`config.mk`:
```
export PLATFORM = sky130hd
export DESIGN_NAME = dma_req_arbiter
export DESIGN_NICKNAME = d
export VERILOG_FILES = /design/src/rtl/dmaarb_pkg.sv /design/src/rtl/dmaarb_rst_sync.sv /design/src/rtl/dmaarb_stream.sv /design/src/rtl/dmaarb_route.sv /design/src/rtl/dma_req_arbiter.sv
export SDC_FILE = /design/constraint.sdc
export NUM_CORES = 1
export LEC_CHECK = 0
export ABC_AREA = 1
export BUFFER_PORTS_ARGS = -buffer_cell sky130_fd_sc_hd__buf_2
export CAP_MARGIN = 20
export CORE_AREA = 3 3 40 42
export DETAILED_ROUTE_END_ITERATION = 8
export DIE_AREA = 0 0 43 45
export PLACE_DENSITY = 0.67
export RECOVER_POWER = 100
export SYNTH_ARGS = -nofsm -noshare
export SYNTH_HDL_FRONTEND = slang
export SYNTH_HIERARCHICAL = 1
export SYNTH_SLANG_ARGS = --single-unit
```
`constraint.sdc`:
```
create_clock -name clk -period 1.2 [get_ports clk]
set_input_delay 0.12 -clock clk [delete_from_list [all_inputs] [get_ports clk]]
set_output_delay 0.12 -clock clk [all_outputs]
set_load 0.05 [all_outputs]
```
`src/rtl/dmaarb_pkg.sv`:
```
`timescale 1ns/1ps
package dmaarb_pkg;

  localparam int STREAM_PLAY = 0;
  localparam int STREAM_CAP  = 1;
  localparam int NUM_STREAMS = 2;

  typedef enum logic [1:0] {
    SZ_ONE      = 2'd0,
    SZ_TWO      = 2'd1,
    SZ_FOUR     = 2'd2,
    SZ_FOUR_ALT = 2'd3
  } samp_size_e;

  // Index of the final byte of a sample for a given size code.
  function automatic int unsigned last_byte_idx(input samp_size_e sz);
    case (sz)
      SZ_ONE:  return 0;
      SZ_TWO:  return 1;
      default: return 3;
    endcase
  endfunction

endpackage

```
`src/rtl/dmaarb_rst_sync.sv`:
```
`timescale 1ns/1ps
module dmaarb_rst_sync #(
  parameter int STAGES = 2
) (
  input  logic clk,
  input  logic arst_n,
  output logic srst_n
);

  logic [STAGES-1:0] sync_q;
  logic [STAGES-1:0] sync_d;

  always_comb begin
    sync_d = {sync_q[STAGES-2:0], 1'b1};
  end

  always_ff @(posedge clk or negedge arst_n) begin
    if (!arst_n) begin
      sync_q <= '0;
    end else begin
      sync_q <= sync_d;
    end
  end

  assign srst_n = sync_q[STAGES-1];

endmodule

```
`src/rtl/dmaarb_stream.sv`:
```
`timescale 1ns/1ps
module dmaarb_stream #(
  parameter int MAX_BYTES = 4
) (
  input  logic       clk,
  input  logic       rst_n,
  input  logic       en_i,
  input  logic       avail_i,
  input  logic       ack_i,
  input  logic       strobe_i,
  input  logic [1:0] size_i,
  output logic       req_o
);
  import dmaarb_pkg::*;

  localparam int CNT_W = (MAX_BYTES > 1) ? $clog2(MAX_BYTES) : 1;

  logic             req_q, req_d;
  logic [CNT_W-1:0] cnt_q, cnt_d;
  logic [CNT_W-1:0] last_idx;
  logic             beat;
  logic             sample_done;
  logic             raise;
  logic             upd_en;

  assign last_idx    = CNT_W'(last_byte_idx(samp_size_e'(size_i)));
  assign beat        = req_q & ack_i & strobe_i;
  assign sample_done = beat & (cnt_q == last_idx);
  assign raise       = ~req_q & en_i & avail_i;
  assign upd_en      = beat | raise;

  always_comb begin
    req_d = req_q;
    cnt_d = cnt_q;
    if (beat) begin
      if (sample_done) begin
        cnt_d = '0;
        req_d = 1'b0;
      end else begin
        cnt_d = cnt_q + 1'b1;
      end
    end else if (raise) begin
      req_d = 1'b1;
    end
  end

  always_ff @(posedge clk or negedge rst_n) begin
    if (!rst_n) begin
      req_q <= 1'b0;
      cnt_q <= '0;
    end else if (upd_en) begin
      req_q <= req_d;
      cnt_q <= cnt_d;
    end
  end

  assign req_o = req_q & ~sample_done;

  AST_REQ_PERSIST: assert property (@(posedge clk) disable iff (!rst_n)
    (req_q && !(ack_i && strobe_i)) |=> req_q);

  AST_NO_RAISE_DISABLED: assert property (@(posedge clk) disable iff (!rst_n)
    (!req_q && !en_i) |=> !req_q);

  AST_CNT_IDLE_ZERO: assert property (@(posedge clk) disable iff (!rst_n)
    !req_q |-> (cnt_q == '0));

  AST_CNT_NEEDS_ACK: assert property (@(posedge clk) disable iff (!rst_n)
    !(ack_i && strobe_i) |=> $stable(cnt_q));

endmodule

```
`src/rtl/dmaarb_route.sv`:
```
`timescale 1ns/1ps
module dmaarb_route (
  input  logic       play_en_i,
  input  logic       cap_en_i,
  input  logic       single_chan_i,
  input  logic       pio_mode_i,
  input  logic       play_ack_i,
  input  logic       cap_ack_i,
  input  logic [1:0] eng_req_i,
  output logic [1:0] eng_en_o,
  output logic [1:0] eng_ack_o,
  output logic       play_req_o,
  output logic       cap_req_o
);
  import dmaarb_pkg::*;

  logic single_eff;
  logic dma_ok;

  always_comb begin
    single_eff = single_chan_i & ~pio_mode_i;
    dma_ok     = ~pio_mode_i;

    eng_en_o[STREAM_PLAY] = play_en_i & dma_ok;
    eng_en_o[STREAM_CAP]  = cap_en_i & dma_ok & ~(single_eff & play_en_i);

    eng_ack_o[STREAM_PLAY] = play_ack_i;
    eng_ack_o[STREAM_CAP]  = single_eff ? play_ack_i : cap_ack_i;

    play_req_o = eng_req_i[STREAM_PLAY] | (single_eff & eng_req_i[STREAM_CAP]);
    cap_req_o  = eng_req_i[STREAM_CAP] & ~single_eff;
  end

endmodule

```
`src/rtl/dma_req_arbiter.sv`:
```
`timescale 1ns/1ps
module dma_req_arbiter #(
  parameter int MAX_BYTES = 4
) (
  input  logic       clk,
  input  logic       rst_n,
  input  logic       play_en_i,
  input  logic       cap_en_i,
  input  logic       single_chan_i,
  input  logic       pio_mode_i,
  input  logic [1:0] sample_size_i,
  input  logic       play_need_i,
  input  logic       cap_ready_i,
  input  logic       play_ack_i,
  input  logic       cap_ack_i,
  input  logic       wr_strobe_i,
  input  logic       rd_strobe_i,
  output logic       play_req_o,
  output logic       cap_req_o
);
  import dmaarb_pkg::*;

  logic                   srst_n;
  logic [NUM_STREAMS-1:0] eng_en;
  logic [NUM_STREAMS-1:0] eng_ack;
  logic [NUM_STREAMS-1:0] eng_req;
  logic [NUM_STREAMS-1:0] eng_avail;
  logic [NUM_STREAMS-1:0] eng_strobe;

  assign eng_avail[STREAM_PLAY]  = play_need_i;
  assign eng_avail[STREAM_CAP]   = cap_ready_i;
  assign eng_strobe[STREAM_PLAY] = wr_strobe_i;
  assign eng_strobe[STREAM_CAP]  = rd_strobe_i;

  dmaarb_rst_sync #(.STAGES(2)) u_rst (
    .clk    (clk),
    .arst_n (rst_n),
    .srst_n (srst_n)
  );

  for (genvar s = 0; s < NUM_STREAMS; s++) begin : g_stream
    dmaarb_stream #(.MAX_BYTES(MAX_BYTES)) u_eng (
      .clk      (clk),
      .rst_n    (srst_n),
      .en_i     (eng_en[s]),
      .avail_i  (eng_avail[s]),
      .ack_i    (eng_ack[s]),
      .strobe_i (eng_strobe[s]),
      .size_i   (sample_size_i),
      .req_o    (eng_req[s])
    );
  end

  dmaarb_route u_route (
    .play_en_i     (play_en_i),
    .cap_en_i      (cap_en_i),
    .single_chan_i (single_chan_i),
    .pio_mode_i    (pio_mode_i),
    .play_ack_i    (play_ack_i),
    .cap_ack_i     (cap_ack_i),
    .eng_req_i     (eng_req),
    .eng_en_o      (eng_en),
    .eng_ack_o     (eng_ack),
    .play_req_o    (play_req_o),
    .cap_req_o     (cap_req_o)
  );

  AST_SINGLE_CAP_QUIET: assert property (@(posedge clk) disable iff (!srst_n)
    (single_chan_i && !pio_mode_i) |-> !cap_req_o);

  AST_PIO_NO_RAISE: assert property (@(posedge clk) disable iff (!srst_n)
    (pio_mode_i && !play_req_o && !cap_req_o) |=> (!play_req_o && !cap_req_o));

  AST_SINGLE_PLAY_PRIO: assert property (@(posedge clk) disable iff (!srst_n)
    (single_chan_i && !pio_mode_i && play_en_i && !eng_req[STREAM_CAP])
      |=> !eng_req[STREAM_CAP]);

  AST_RESET_QUIET: assert property (@(posedge clk)
    !srst_n |-> (!play_req_o && !cap_req_o));

endmodule

```
==> results of run 1 <==
power groups by stage:
stage / Combinational (mW) / Sequential (mW) / Clock (mW)
2_1_floorplan: 0.536 / 0.472 / 0
3_3_place_gp: 0.846 / 0.475 / 0
3_5_place_dp: 0.866 / 0.482 / 0
4_1_cts: 0.966 / 0.477 / 0.220
5_1_grt: 1.11 / 0.496 / 0.235
6_report: 1.01 / 0.481 / 0.211
worst paths after layout:
kind | slack (ps) | to | start
setup / recovery | -390 | cap_req_o | g_stream[1].u_eng/cnt_q[1]$_DFFE_PN0P_
hold / removal | 100 | g_stream[1].u_eng/cnt_q[1]$_DFFE_PN0P_ | u_rst/sync_q[1]$_DFF_PN0_
setup reg to reg | 20 | g_stream[1].u_eng/req_q$_DFFE_PN0P_ | g_stream[1].u_eng/cnt_q[1]$_DFFE_PN0P_
hold reg to reg | 100 | g_stream[1].u_eng/cnt_q[1]$_DFFE_PN0P_ | u_rst/sync_q[1]$_DFF_PN0_
max in group asynchronous | 890 | g_stream[0].u_eng/cnt_q[0]$_DFFE_PN0P_ | u_rst/sync_q[1]$_DFF_PN0_
min in group clk | 100 | g_stream[1].u_eng/req_q$_DFFE_PN0P_ | cap_ready_i
area by class of cell:
type	count	area, um2	share of cell area
Inverter	20	75.1	0.0960
Multi-Input combinational cell	56	260	0.333
Sequential cell	8	200	0.256
Clock buffer	3	22.5	0.0288
Tap cell	15	18.8	0.0240
Timing Repair Buffer	30	205	0.262
layer usage:
layer / vias up / global-route usage
met1: 262 / 0.146
met4: 0 / 0.102
li1: 308 / -
met3: 6 / 0.0279
met5: - / 0
met2: 10 / 0.272
per-stage QoR:
stage          hold WS, ps  instances  worst slack (ps)  setup TNS [ps]  power, mW
3_3_place_gp         -95.2        126              -184            -350       1.32
6_report               103        132              -389            -746       1.70
5_1_grt                122        132              -476            -985       1.84
4_1_cts               98.1        131              -380            -758       1.66
3_5_place_dp         -92.7        126              -197            -377       1.35
2_1_floorplan         -176         85             -73.4           -73.4       1.01
registers in the layout (all words and copies together), names as in the netlist:
signal	flops
g_stream.u_eng/req_q	2
g_stream.u_eng/cnt_q	4
u_rst/sync_q	2
cell usage in the layout (no fill, tap or decap), drive strengths merged:
master       count
nand3            8
nand2           30
a21boi           1
dfrtp            8
clkbuf           5
nor2            16
buf             27
inv             20
conb             1
dlygate4sd3      1
worst register-to-register path, stage by stage (launching register included):
cell and delay, ps:
dfrtp_1 410, nor2_1 100, nor2_1 50, nor2_1 100, nand2_1 90, nand2_2 90
buf_4 110, buf_4 90, nand2_1 40
cells by family after synthesis:
logic type / Yosys count / synth area share
other cells: 1 / 0.00726
flops: 8 / 0.387
compound gates: 1 / 0.0145
buf+inv: 21 / 0.160
simple gates: 54 / 0.431
what timing repair did:
item	4_1_cts	5_1_grt
hold buffers	1	0
endpoints found under the hold margin	2	0
pin swaps	0	7
buffers inserted	1	2
endpoints found under the setup margin	2	4
gates resized for setup	5	5
==> impl_metrics.tcl, run 1 <==
set metrics [dict create \
    rr_worst_depth 8 \
    drv_cap 0 \
    drt-met1-wl_um 534 \
    crit_buf_inv 3 \
    cp_top_family "flip-flops" \
    io_buffers 15 \
    overflow 0 \
    synth-seq-cells 8 \
    synth-main-ff-cell "dfrtp_1" \
    dieArea_um2 1940 \
    critPathLaunchType "flip-flop" \
    crit_type "reg -> out" \
    nets 133 \
    wl_met3_um 36 \
    top_layer "met4" \
    grt_max_degree 7 \
    slowest_delay_ps 410 \
    grt_pass1_vias 558 \
    drc_errors 0 \
    cts_tree "built" \
    ys_warn_count 6 \
    start_util 0.402 \
    vias 586 \
    place_hpwl_um 941 \
    p_int_mw 0.990 \
    totalWireLength_mm 1.30 \
    grt_usage 0.146 \
    placementRows 13 \
    clk_pin_slew_ps 60 \
    placedInstanceArea_um2 712 \
    violations "negative setup slack" \
    synth_edf_count 0 \
    synth_area_um2 517 \
    place_congestion 0.800 \
    synth.largest_area_cell "dfrtp_1" \
    fillers 125 \
    htreeDepth 1 \
    cts_buffers 3 \
    rsz0062_at_grt "yes" \
    cp_slowest_cell "dfrtp_1" \
    finalMaxSlewViolations 0 \
    crit_cells 9 \
    drive_above_1_share 0.350 \
    utilization 0.609 \
    synth.area.top_cells "dfrtp_1 39%, nand2_1 22%, inv_1 13%" \
    grt_pass1_wl_mm 2.08 \
    ctsLongestPathBuffers 2 \
    p_seq_frac 0.283 \
    ant_nets 0 \
    fin_area_um2 782 \
    drt_iter0_markers 5 \
    synth-async-reset-ratio 1.00 \
    cp-end-kind "output pin" \
    syn_nets 99 \
    ios 16 \
    wl_met2_um 673 \
    powerDensity_nw_per_um2 2170 \
    finalSetupViolCount 2 \
    fin_ws_ps -389 \
    outcome "complete, but fails checks" \
    cts-root-buf "clkbuf_4" \
    crit_required_ps 1080 \
    swShare 0.417 \
    synth_common_cells "30 x nand2_1, 18 x inv_1, 16 x nor2_1" \
    die_width_um 43 \
    cp_data_arrival_time_ps 1470 \
    worstPathCellList "inv_2 -> nand2_1 -> nor2_1 -> nor2_1 -> nand2_1 -> nand2_2 -> inv_2 -> a21boi_4 -> buf_6" \
    drt-vias-per-instance 4.44 \
    syn_inst 85 \
    fp.coreArea_um2 1280 \
    hold_viol 0 \
    ys_types 10 \
    leakagePower_nw 0.504 \
    wl_per_cell_um 9.81 \
    clock-sinks 8 \
    p_sw_mw 0.709 \
    period_minus_slack_ps 1590 \
    cp_max_fo 4 \
    synthDominantCellAreaShare 0.387 \
    antenna_cells 0 \
    avgSynthCellArea_um2 6.08 \
    worstHoldPathType "reg -> async" \
    clk_latency_ps 250 \
    pwr-share-comb 0.593 \
    finalCritPeriodShare 1.32 \
    peakVddDrop_mv 1.31 \
    drt_first_pass_iters 4 \
    fp.dieH_um 45 \
    max_clock_freq_ghz 0.629 \
    synthMostInstantiatedCell "nand2_1" \
    synth-seq-area-share 0.387 \
    area_delta_synth_final_pct 51.3 \
    antenna_found_initial 0 \
    fin_worst_skew_ps 2.10 \
    p_clk_frac 0.124 \
]
Note: power is estimated with default switching activity, not from simulation.
==> run 2: changes to the inputs <==
Settings changed: PLACE_DENSITY 0.67 to default, PLACE_DENSITY_LB_ADDON from default to 0.05.
Clock period 1.2 ns to 1.4 ns, I/O delays scaled along.
==> impl_metrics.tcl, run 2 (synthesis gave the netlist of run 1 again) <==
set metrics [dict create \
    grt_max_degree 7 \
    max_clock_freq_ghz 0.639 \
    powerDensity_nw_per_um2 1760 \
    use_met3 0.0359 \
    layout_commonest_cell "nand2_1" \
    htreeDepth 1 \
    cts_tree "built" \
    placementRows 13 \
    grt_pass1_vias 493 \
    nets 123 \
    cts_buffers 3 \
    drc_errors 0 \
    cp_max_fo 4 \
    top_regs "g_stream.u_eng/cnt_q: 4 flops, g_stream.u_eng/req_q: 2 flops, u_rst/sync_q: 2 flops" \
    cp_data_arrival_time_ps 1430 \
    place_hpwl_um 778 \
    place_congestion 0.743 \
    outcome "complete, but fails checks" \
    worstPathCellList "inv_2 -> nand2_1 -> nor2_1 -> nor2_1 -> nand2_1 -> nand2_2 -> inv_2 -> a21boi_4 -> buf_6" \
    layout.cells.non_filler 122 \
    power_mw 1.22 \
    finalSetupViolCount 2 \
    placedInstanceArea_um2 637 \
    crit_type "reg -> out" \
    grt_usage 0.122 \
    crit_required_ps 1260 \
    top_usage_layer "met2" \
    wl_per_cell_um 7.80 \
    fin_ws_ps -166 \
    finalMaxSlewViolations 0 \
    start_util 0.402 \
    rsz0062_at_grt "yes" \
    timing.setup.tns_ps -296 \
    hold_viol 0 \
    drt-vias-per-instance 4.20 \
    ant_nets 0 \
    cp-end-kind "output pin" \
    io_buffers 15 \
    peakVddDrop_mv 0.816 \
    r2r_slack_ps 410 \
    grt_pass1_wl_mm 1.74 \
    totalWireLength_um 951 \
    die_width_um 43 \
    dieArea_um2 1940 \
    area_delta_synth_final_pct 33.7 \
    layout_common_cells "29 x nand2_1, 17 x inv_1, 16 x nor2_1" \
    antenna_cells 0 \
    ctsLongestPathBuffers 2 \
    clk_latency_ps 250 \
    antenna_found_initial 0 \
    drt_iter0_markers 4 \
    largest-register "g_stream.u_eng/cnt_q" \
    fin_hold_ws_ps 97.9 \
    slowest_delay_ps 410 \
    overflow 0 \
    clk_pin_slew_ps 50 \
    cp_slowest_cell "dfrtp_1" \
    period_minus_slack_ps 1570 \
    drive_above_1_share 0.262 \
    fp.coreArea_um2 1280 \
    drt_first_pass_iters 4 \
    cts-root-buf "clkbuf_4" \
    drv_cap 0 \
    largest_register_ffs 4 \
    fillers 141 \
    fin_area_um2 691 \
    fin_worst_skew_ps 3.95 \
    leakagePower_nw 0.452 \
    grtUsageMet1 0.139 \
    clock-sinks 8 \
    violations "negative setup slack" \
    vias 512 \
    critPathLaunchType "flip-flop" \
    place_inst 117 \
    fp.dieH_um 45 \
    ios 16 \
    finalCritPeriodShare 1.12 \
    use_met2 0.204 \
    worstHoldPathType "reg -> async" \
]
-- run 2: repair_timing --
item,CTS,global route
hold buffers,1,0
gates resized for setup,4,2
cloned,0,0
pin swaps,2,1
endpoints found under the setup margin,2,2
hold endpoints to repair,2,0
setup buffers,1,0
-- run 2: layout make-up --
class,count,area [um2],share of cell area
Inverter,20,75.1,0.109
Timing Repair Buffer,20,126,0.183
Tap cell,15,18.8,0.0272
Multi-Input combinational cell,56,248,0.359
Sequential cell,8,200,0.290
Clock buffer,3,22.5,0.0326
-- run 2: worst max-delay path, delay by kind of cell (launching register included) --
kind / cells / cell delay, ps
AND/OR/NAND/NOR: 5 / 320
buffers and inverters: 3 / 300
AO/OA/AOI/OAI: 1 / 150
flip-flops: 1 / 410
-- run 2: stage by stage --
step	worst slack (ps)	util
global placement	1.89	0.496
finish	-166	0.537
global route	-307	0.537
floorplan	54.4	-
CTS	-206	0.537
detailed placement	-13.2	0.496
-- run 2: path summary, 6_finish.rpt --
path                            cells past startpoint                                     end                                   start
worst max-delay path                                9                               cap_req_o  g_stream[1].u_eng/cnt_q[1]$_DFFE_PN0P_
worst min-delay path                                0  g_stream[1].u_eng/cnt_q[1]$_DFFE_PN0P_               u_rst/sync_q[1]$_DFF_PN0_
worst max register to register                      7  g_stream[1].u_eng/cnt_q[1]$_DFFE_PN0P_     g_stream[1].u_eng/req_q$_DFFE_PN0P_
worst min register to register                      0  g_stream[1].u_eng/cnt_q[1]$_DFFE_PN0P_               u_rst/sync_q[1]$_DFF_PN0_
max in group asynchronous                           2               u_rst/sync_q[1]$_DFF_PN0_                                   rst_n
min in group clk                                    3     g_stream[0].u_eng/req_q$_DFFE_PN0P_                             play_need_i
-- run 2: per-layer routing --
layer / vias up / routed length, um
met1: 211 / 431
met2: 13 / 457
met4: 0 / 10
met5: - / 0
met3: 2 / 51
li1: 286 / -
-- run 2: report_power, final --
group | internal (mW) | switching [mW]
Sequential | 0.326 | 0.0935
Combinational | 0.276 | 0.352
Clock | 0.0976 | 0.0705
Total | 0.699 | 0.516
